`src/rtl/csr_sec_gate_pkg.sv`:
```
package csr_sec_gate_pkg;
  localparam logic [1:0] RESP_OKAY   = 2'b00;
  localparam logic [1:0] RESP_SLVERR = 2'b10;

  typedef enum logic [1:0] {P_IDLE, P_FWD, P_RESP} port_st_t;
  typedef enum logic [1:0] {T_IDLE, T_ADDR, T_RESP} tgt_st_t;
endpackage

```
`src/rtl/csr_sec_gate_lfsr.sv`:
```
module csr_sec_gate_lfsr #(
  parameter int           W    = 32,
  parameter logic [W-1:0] SEED = W'(32'h6A09E667),
  parameter logic [W-1:0] TAPS = W'(32'h80200003)
) (
  input  logic         clk,
  input  logic         rst,
  output logic [W-1:0] q
);
  // Galois form, shifts right, advances every cycle
  always_ff @(posedge clk) begin
    if (rst) q <= SEED;
    else     q <= {1'b0, q[W-1:1]} ^ (q[0] ? TAPS : '0);
  end

  // the pattern source never locks up in the all-zero state
  p_lfsr_live_r7: assert property (@(posedge clk) disable iff (rst) q != '0);
endmodule

```
`src/rtl/csr_sec_gate_rr.sv`:
```
module csr_sec_gate_rr (
  input  logic       clk,
  input  logic       rst,
  input  logic [1:0] req,
  input  logic       en,
  output logic [1:0] gnt
);
  logic pri;  // 1 favours initiator 1

  assign gnt[0] = en & req[0] & (~req[1] | ~pri);
  assign gnt[1] = en & req[1] & (~req[0] |  pri);

  always_ff @(posedge clk) begin
    if (rst)                pri <= 1'b0;
    else if (en && (|req))  pri <= gnt[0];
  end

  // at most one winner, and a free target with a waiting request always grants
  p_gnt_onehot_r8: assert property (@(posedge clk) disable iff (rst) $onehot0(gnt));
  p_gnt_free_r8:   assert property (@(posedge clk) disable iff (rst) (en && (|req)) |-> (|gnt));
endmodule

```
`src/rtl/csr_sec_gate_port.sv`:
```
module csr_sec_gate_port import csr_sec_gate_pkg::*; #(
  parameter int AW = 12,
  parameter int DW = 32,
  localparam int SW = DW / 8
) (
  input  logic          clk,
  input  logic          rst,
  input  logic          tgt_ns,
  input  logic [DW-1:0] rnd,
  input  logic          s_awvalid,
  output logic          s_awready,
  input  logic [AW-1:0] s_awaddr,
  input  logic [2:0]    s_awprot,
  input  logic          s_wvalid,
  output logic          s_wready,
  input  logic [DW-1:0] s_wdata,
  input  logic [SW-1:0] s_wstrb,
  output logic          s_bvalid,
  input  logic          s_bready,
  output logic [1:0]    s_bresp,
  input  logic          s_arvalid,
  output logic          s_arready,
  input  logic [AW-1:0] s_araddr,
  input  logic [2:0]    s_arprot,
  output logic          s_rvalid,
  input  logic          s_rready,
  output logic [DW-1:0] s_rdata,
  output logic [1:0]    s_rresp,
  output logic          req_o,
  output logic          q_wr,
  output logic [AW-1:0] q_addr,
  output logic [DW-1:0] q_data,
  output logic [SW-1:0] q_strb,
  output logic [2:0]    q_prot,
  input  logic          gnt_i,
  input  logic          done_i,
  input  logic [1:0]    dn_resp,
  input  logic [DW-1:0] dn_rdata
);
  port_st_t st;
  logic     fail_q;
  logic     take_w, take_r, reject;

  // a write is taken only with address and data together; writes win over reads
  assign take_w    = (st == P_IDLE) && s_awvalid && s_wvalid;
  assign take_r    = (st == P_IDLE) && s_arvalid && !(s_awvalid && s_wvalid);
  assign s_awready = take_w;
  assign s_wready  = take_w;
  assign s_arready = take_r;
  assign reject    = (take_w ? s_awprot[1] : s_arprot[1]) && !tgt_ns;
  assign req_o     = (st == P_FWD);

  always_ff @(posedge clk) begin
    if (rst) begin
      st <= P_IDLE;  fail_q <= 1'b0;  q_wr <= 1'b0;
      q_addr <= '0;  q_data <= '0;  q_strb <= '0;  q_prot <= '0;
      s_bvalid <= 1'b0;  s_rvalid <= 1'b0;
      s_bresp <= RESP_OKAY;  s_rresp <= RESP_OKAY;  s_rdata <= '0;
    end else begin
      case (st)
        P_IDLE: if (take_w || take_r) begin
          q_wr   <= take_w;
          fail_q <= reject;
          q_addr <= take_w ? s_awaddr : s_araddr;
          q_prot <= take_w ? s_awprot : s_arprot;
          q_data <= s_wdata;
          q_strb <= take_w ? s_wstrb : '0;
          if (reject) begin
            st       <= P_RESP;
            s_bvalid <= take_w;
            s_rvalid <= take_r;
            s_bresp  <= RESP_SLVERR;
            s_rresp  <= RESP_SLVERR;
            s_rdata  <= take_r ? rnd : '0;
          end else begin
            st <= P_FWD;
          end
        end
        P_FWD: if (done_i) begin
          st       <= P_RESP;
          s_bvalid <= q_wr;
          s_rvalid <= !q_wr;
          s_bresp  <= dn_resp;
          s_rresp  <= dn_resp;
          s_rdata  <= q_wr ? '0 : dn_rdata;
        end
        default: if ((s_bvalid && s_bready) || (s_rvalid && s_rready)) begin
          st       <= P_IDLE;
          s_bvalid <= 1'b0;
          s_rvalid <= 1'b0;
        end
      endcase
    end
  end

  // a refused request is answered with SLVERR in the very next cycle
  p_fail_answer_r2: assert property (@(posedge clk) disable iff (rst)
    ((take_w || take_r) && reject) |=>
      ((s_bvalid && s_bresp == RESP_SLVERR) || (s_rvalid && s_rresp == RESP_SLVERR)));
  // a refused request never wins the downstream port
  p_fail_no_grant_r3: assert property (@(posedge clk) disable iff (rst)
    (fail_q && st != P_IDLE) |-> !gnt_i);
  // responses hold until taken
  p_b_hold_r6: assert property (@(posedge clk) disable iff (rst)
    (s_bvalid && !s_bready) |=> (s_bvalid && $stable(s_bresp)));
  p_r_hold_r6: assert property (@(posedge clk) disable iff (rst)
    (s_rvalid && !s_rready) |=> (s_rvalid && $stable(s_rresp) && $stable(s_rdata)));
  // the decision taken at the handshake does not move while forwarding
  p_cfg_latched_r9: assert property (@(posedge clk) disable iff (rst)
    (st == P_FWD) |=> $stable(fail_q));
  // never both response channels at once
  p_one_resp_r7: assert property (@(posedge clk) disable iff (rst) !(s_bvalid && s_rvalid));
endmodule

```
`src/rtl/csr_sec_gate.sv`:
```
module csr_sec_gate import csr_sec_gate_pkg::*; #(
  parameter int           AW        = 12,
  parameter int           DW        = 32,
  parameter logic [DW-1:0] LFSR_SEED = DW'(32'h6A09E667),
  localparam int          SW        = DW / 8,
  localparam int          NI        = 2
) (
  input  logic                   clk,
  input  logic                   rst,
  input  logic [NI-1:0]          tgt_ns,
  input  logic [NI-1:0]          s_awvalid,
  output logic [NI-1:0]          s_awready,
  input  logic [NI-1:0][AW-1:0]  s_awaddr,
  input  logic [NI-1:0][2:0]     s_awprot,
  input  logic [NI-1:0]          s_wvalid,
  output logic [NI-1:0]          s_wready,
  input  logic [NI-1:0][DW-1:0]  s_wdata,
  input  logic [NI-1:0][SW-1:0]  s_wstrb,
  output logic [NI-1:0]          s_bvalid,
  input  logic [NI-1:0]          s_bready,
  output logic [NI-1:0][1:0]     s_bresp,
  input  logic [NI-1:0]          s_arvalid,
  output logic [NI-1:0]          s_arready,
  input  logic [NI-1:0][AW-1:0]  s_araddr,
  input  logic [NI-1:0][2:0]     s_arprot,
  output logic [NI-1:0]          s_rvalid,
  input  logic [NI-1:0]          s_rready,
  output logic [NI-1:0][DW-1:0]  s_rdata,
  output logic [NI-1:0][1:0]     s_rresp,
  output logic                   m_awvalid,
  input  logic                   m_awready,
  output logic [AW-1:0]          m_awaddr,
  output logic [2:0]             m_awprot,
  output logic                   m_wvalid,
  input  logic                   m_wready,
  output logic [DW-1:0]          m_wdata,
  output logic [SW-1:0]          m_wstrb,
  input  logic                   m_bvalid,
  output logic                   m_bready,
  input  logic [1:0]             m_bresp,
  output logic                   m_arvalid,
  input  logic                   m_arready,
  output logic [AW-1:0]          m_araddr,
  output logic [2:0]             m_arprot,
  input  logic                   m_rvalid,
  output logic                   m_rready,
  input  logic [DW-1:0]          m_rdata,
  input  logic [1:0]             m_rresp
);
  logic [DW-1:0]         rnd;
  logic [NI-1:0]         req, gnt, done, q_wr;
  logic [NI-1:0][AW-1:0] q_addr;
  logic [NI-1:0][DW-1:0] q_data;
  logic [NI-1:0][SW-1:0] q_strb;
  logic [NI-1:0][2:0]    q_prot;
  tgt_st_t               tst;
  logic                  own, own_wr, sel, t_free, t_hit;
  logic [1:0]            dn_resp;

  csr_sec_gate_lfsr #(.W(DW), .SEED(LFSR_SEED)) u_lfsr (.clk(clk), .rst(rst), .q(rnd));

  assign t_free = (tst == T_IDLE);
  csr_sec_gate_rr u_rr (.clk(clk), .rst(rst), .req(req), .en(t_free), .gnt(gnt));

  assign t_hit   = (tst == T_RESP) && (own_wr ? m_bvalid : m_rvalid);
  assign dn_resp = own_wr ? m_bresp : m_rresp;

  for (genvar g = 0; g < NI; g++) begin : g_port
    localparam logic IDX = 1'(g);
    assign done[g] = t_hit && (own == IDX);
    csr_sec_gate_port #(.AW(AW), .DW(DW)) u_port (
      .clk(clk), .rst(rst), .tgt_ns(tgt_ns[g]), .rnd(rnd),
      .s_awvalid(s_awvalid[g]), .s_awready(s_awready[g]), .s_awaddr(s_awaddr[g]),
      .s_awprot(s_awprot[g]), .s_wvalid(s_wvalid[g]), .s_wready(s_wready[g]),
      .s_wdata(s_wdata[g]), .s_wstrb(s_wstrb[g]), .s_bvalid(s_bvalid[g]),
      .s_bready(s_bready[g]), .s_bresp(s_bresp[g]), .s_arvalid(s_arvalid[g]),
      .s_arready(s_arready[g]), .s_araddr(s_araddr[g]), .s_arprot(s_arprot[g]),
      .s_rvalid(s_rvalid[g]), .s_rready(s_rready[g]), .s_rdata(s_rdata[g]),
      .s_rresp(s_rresp[g]), .req_o(req[g]), .q_wr(q_wr[g]), .q_addr(q_addr[g]),
      .q_data(q_data[g]), .q_strb(q_strb[g]), .q_prot(q_prot[g]), .gnt_i(gnt[g]),
      .done_i(done[g]), .dn_resp(dn_resp), .dn_rdata(m_rdata)
    );
  end

  assign sel      = gnt[1];
  assign m_bready = (tst == T_RESP) && own_wr;
  assign m_rready = (tst == T_RESP) && !own_wr;

  always_ff @(posedge clk) begin
    if (rst) begin
      tst <= T_IDLE;  own <= 1'b0;  own_wr <= 1'b0;
      m_awvalid <= 1'b0;  m_wvalid <= 1'b0;  m_arvalid <= 1'b0;
      m_awaddr <= '0;  m_araddr <= '0;  m_awprot <= '0;  m_arprot <= '0;
      m_wdata <= '0;  m_wstrb <= '0;
    end else begin
      case (tst)
        T_IDLE: if (|gnt) begin
          tst       <= T_ADDR;
          own       <= sel;
          own_wr    <= q_wr[sel];
          m_awvalid <= q_wr[sel];
          m_wvalid  <= q_wr[sel];
          m_arvalid <= !q_wr[sel];
          m_awaddr  <= q_addr[sel];
          m_araddr  <= q_addr[sel];
          m_awprot  <= q_prot[sel];
          m_arprot  <= q_prot[sel];
          m_wdata   <= q_data[sel];
          m_wstrb   <= q_strb[sel];
        end
        T_ADDR: begin
          if (m_awready) m_awvalid <= 1'b0;
          if (m_wready)  m_wvalid  <= 1'b0;
          if (m_arready) m_arvalid <= 1'b0;
          if ((!m_awvalid || m_awready) && (!m_wvalid || m_wready) &&
              (!m_arvalid || m_arready))
            tst <= T_RESP;
        end
        default: if (t_hit) tst <= T_IDLE;
      endcase
    end
  end

  // forwarded fields hold until the target takes them
  p_aw_hold_r5: assert property (@(posedge clk) disable iff (rst)
    (m_awvalid && !m_awready) |=> (m_awvalid && $stable(m_awaddr) && $stable(m_awprot)));
  p_w_hold_r5: assert property (@(posedge clk) disable iff (rst)
    (m_wvalid && !m_wready) |=> (m_wvalid && $stable(m_wdata) && $stable(m_wstrb)));
  // only one transaction downstream at a time
  p_one_kind_r3: assert property (@(posedge clk) disable iff (rst) !(m_awvalid && m_arvalid));
  // a downstream completion is delivered to exactly one initiator
  p_done_one_r6: assert property (@(posedge clk) disable iff (rst) t_hit |-> $onehot(done));
endmodule

```
`config.mk`:
```
export PLATFORM = sky130hd
export DESIGN_NAME = csr_sec_gate
export DESIGN_NICKNAME = d
export VERILOG_FILES = /design/src/rtl/csr_sec_gate_pkg.sv /design/src/rtl/csr_sec_gate_lfsr.sv /design/src/rtl/csr_sec_gate_rr.sv /design/src/rtl/csr_sec_gate_port.sv /design/src/rtl/csr_sec_gate.sv
export SDC_FILE = /design/constraint.sdc
export NUM_CORES = 1
export LEC_CHECK = 0
export ABC_AREA = 1
export BUFFER_PORTS_ARGS = -buffer_cell sky130_fd_sc_hd__buf_2
export CELL_PAD_IN_SITES_DETAIL_PLACEMENT = 2
export CELL_PAD_IN_SITES_GLOBAL_PLACEMENT = 2
export CORE_UTILIZATION = 30
export CTS_CLUSTER_DIAMETER = 30
export DETAILED_ROUTE_END_ITERATION = 10
export HOLD_SLACK_MARGIN = 0.08
export PLACE_DENSITY = 0.82
export SLEW_MARGIN = 30
export SYNTH_ARGS = -nofsm -noshare
export SYNTH_HDL_FRONTEND = slang
export SYNTH_SLANG_ARGS = --single-unit
```
`constraint.sdc`:
```
create_clock -name clk -period 4 [get_ports clk]
set_clock_uncertainty 0.15 [all_clocks]
set_input_delay 0.6 -clock clk [delete_from_list [all_inputs] [get_ports clk]]
set_output_delay 0.6 -clock clk [all_outputs]
set_load 0.05 [all_outputs]
```
==> results.md <==
* CP peak stage delay at 510 ps
* Vias in the first global route at 14900
* Synthesis-stage register bit count at 271
* Total GRT Usage at 25.0%
* Inserted Clock Buffers at 79
* Post-route ant nets at 0
* Simple-Gate Fraction of Synth Area at 26.9%
* DRT Wirelength at 52600 um
* Rel. slew slack at 48.5%
* Slowest CP cell: nor2_4
* Root buffer cell: clkbuf_16
* Max IR drop VDD at 0.506 mV
* Adder-cell area share of the yosys netlist at 0%
* Synth area leader: dfxtp_1
* Syn Inst Count at 1826
* # setup viols final at 0
* Clock transition at path regs at 40 ps
* Fin Setup TNS at 0 ps
* Initial Util at 30.8%
* Complex-gate fraction of the synthesized area at 14.4%
* Critical Path, Cell by Cell: nor2_4 > nand2_1 > buf_4 > clkinv_1 > buf_4 > buf_2
* Nature of the critical path endpoint: output port
* Total number of vias at 13300
* Port bufs at 339
* Final core occ at 41.8%
* Max Cap Viol at 0
* RSZ-0062 raised after global routing: no
* Worst-Skew Late Latency at 580 ps
* Core ar. at 40200 sq um
* First-pass GRT wire length at 81700 um
* Initial antenna violation count at 14
* Die width at 205 um
* Nets at 2314
* Largest family of logic cells by synthesized area: simple AND/OR/NAND/NOR gates
* Crit start category: flip-flop
* Critical path class: flip-flop to output port
* # rows at 73
* Post-Syn Area at 12400 sq um
* Final Instance Area at 16800 sq um
* Hold buffer count at CTS at 0
* Cell repeated most along the worst path: buf_4
* Yosys top cell area share at 43.9%
* PwrDens at 1110 nW/um^2
* Avg Inst Size Synth at 6.77 sq um
* Arrival @ worst endpoint at 2590 ps
* Critical Path Fanout Max at 20
* DRC violations left at 0
* Hold depth at 3
* Fmax at 300 MHz
* IO Pins at 340
* HPWL Detailed at 33300 um
* Post-cts gate resize count at 0
* Post-CTS Setup Bufs at 0
* Post-synthesis mux area share at 0%
* Layout cells sized above 1 at 24.0%
* Gpl congestion at 0.788
* Syn Nets at 2013
* Period utilisation layout at 83.4%
* Die H at 205 um
* Die ar. at 42000 sq um
* Syn-to-layout area delta at 35.8%
* DR WL/cell at 19.3 um
* Status: finished, final reports clean
* Slew Limit Fails at 0
* Initial drt markers at 437
* Area contributors post-synth: dfxtp_1, nand2_1, inv_1, nor2_1, o21ai_0
* First-pass DRT Iterations at 4
* Num Clock Sinks at 271
* Final Total Pwr at 0.0186 W
* Fin crit period at 3340 ps
* Lkg Pwr at 8.61 nW
* Sequential share of the synthesized area at 43.9%
* Worst Reg-to-Reg Cells at 9
* Remaining global-route overflow at 0
* Netlist cell types at 32
* Hold Fails Final Rpt at 0
* Number of H-tree levels at 3
* Post-synthesis xor/xnor area fraction at 0.0709%
* Worst Path Required at 3250 ps
* Worst hold path class: primary input to flip-flop
* CTS tree: yes
* Largest net degree at the start of global routing at 91
* Yosys warnings at 0
* Vias per cell at 4.90
* Slew @ Worst Pin at 773 ps
* Placed Area at 14200 sq um
* Clock buffer depth at 3
metrics by stage:
| stage | hold WS, ps | std cells | setup WS (ps) |
|---|---|---|---|
| final | 126 | 2719 | 662 |
| after global routing | 116 | 2718 | 532 |
| after CTS | 97.6 | 2712 | 649 |
| after detailed placement | 289 | 2571 | 996 |
| after global placement | 277 | 2571 | 1160 |
| after floorplan | 267 | 1826 | 1590 |
cell type report:
type                            count  area [sq um]
Sequential cell                   271          5430
Antenna cell                        7          17.5
Tap cell                          525           657
Multi-Input combinational cell   1125          5140
Timing Repair Buffer              361          1890
Clock inverter                     31           315
Clock buffer                      110          2250
Inverter                          289          1090
Fill cell                        4731         23400
flip-flops by register name (all words and copies together), names as in the netlist, 2 cells and up:
signal / count
m_wstrb: 4
m_araddr: 12
g_port.u_port.st: 4
g_port.u_port.s_rvalid: 2
g_port.u_port.q_wr: 2
tst: 2
g_port.u_port.q_data: 64
u_lfsr.q: 32
g_port.u_port.q_addr: 24
g_port.u_port.q_strb: 8
m_wdata: 32
g_port.u_port.s_rdata: 64
g_port.u_port.s_bresp: 4
g_port.u_port.s_bvalid: 2
g_port.u_port.q_prot: 6
m_arprot: 3
kinds of logic (layout without fill, tap and decap cells):
logic type                after synthesis  after routing
AOI/OAI and AO/OA                     322            322
xor gates and xnor gates                1              1
buffers and inverters                 430            791
DFF                                   271            271
other                                   0              7
and+or+nand+nor                       802            802
metal layers:
layer | part of all wire [%] | GRT usage (%) | wire (um)
met5 | 0.20 | 0 | 103
met2 | 51 | 45.0 | 26800
met4 | 2.5 | 9.63 | 1340
met1 | 41 | 28.0 | 21500
met3 | 5.4 | 6.38 | 2850
placed cells by master (no fill, tap or decap), types with 9 or more instances in the layout:
cell type / netlist / routed
a21oi_1: 86 / 86
nand2_1: 442 / 441
clkbuf_8: 0 / 16
dfxtp_1: 271 / 271
nand4_1: 69 / 69
inv_1: 281 / 281
nand3_1: 19 / 19
clkinv_2: 0 / 17
a31oi_1: 28 / 28
o21ai_1: 9 / 9
nor2_1: 243 / 240
clkbuf_16: 0 / 79
buf_2: 32 / 338
a22o_1: 32 / 32
buf_4: 31 / 21
o21ai_0: 161 / 161
or2_2: 14 / 14
clkbuf_1: 63 / 15
worst paths after layout:
path	startpoint	end	slack, ps
hold reg to reg	g_port[1].u_port.q_data[27]	g_port[1].u_port.q_data[27]	300
hold / removal	s_wdata[19]	g_port[0].u_port.q_data[19]	130
setup reg to reg	g_port[1].u_port.st[1]	g_port[1].u_port.s_bresp[1]	1100
setup / recovery	g_port[1].u_port.st[1]	s_wready[1]	660
worst max-delay path, delay by kind of cell, from the launching register on:
family,cells,cell delay [ps]
flip-flops,1,360
AND/OR/NAND/NOR,2,720
buffers and inverters,4,910
synthesized netlist by cell type (all sizes together):
library cell / n
a21boi: 1
a21oi: 86
a22o: 32
a311oi: 1
a31oi: 28
buf: 78
clkbuf: 63
clkinv: 3
dfxtp: 271
inv: 286
nand2: 447
nand3: 23
nand3b: 1
nand4: 69
nor2: 247
nor3b: 1
o211ai: 3
o21ai: 171
or2: 14
xnor2: 1
power by group:
group | internal [W] | switching (W) | total [W]
clock | 0.00414 | 0.00185 | 0.00600
combinational | 0.00194 | 0.00641 | 0.00835
sequential | 0.00367 | 0.000638 | 0.00430
Note: power is estimated with default switching activity, not from simulation.
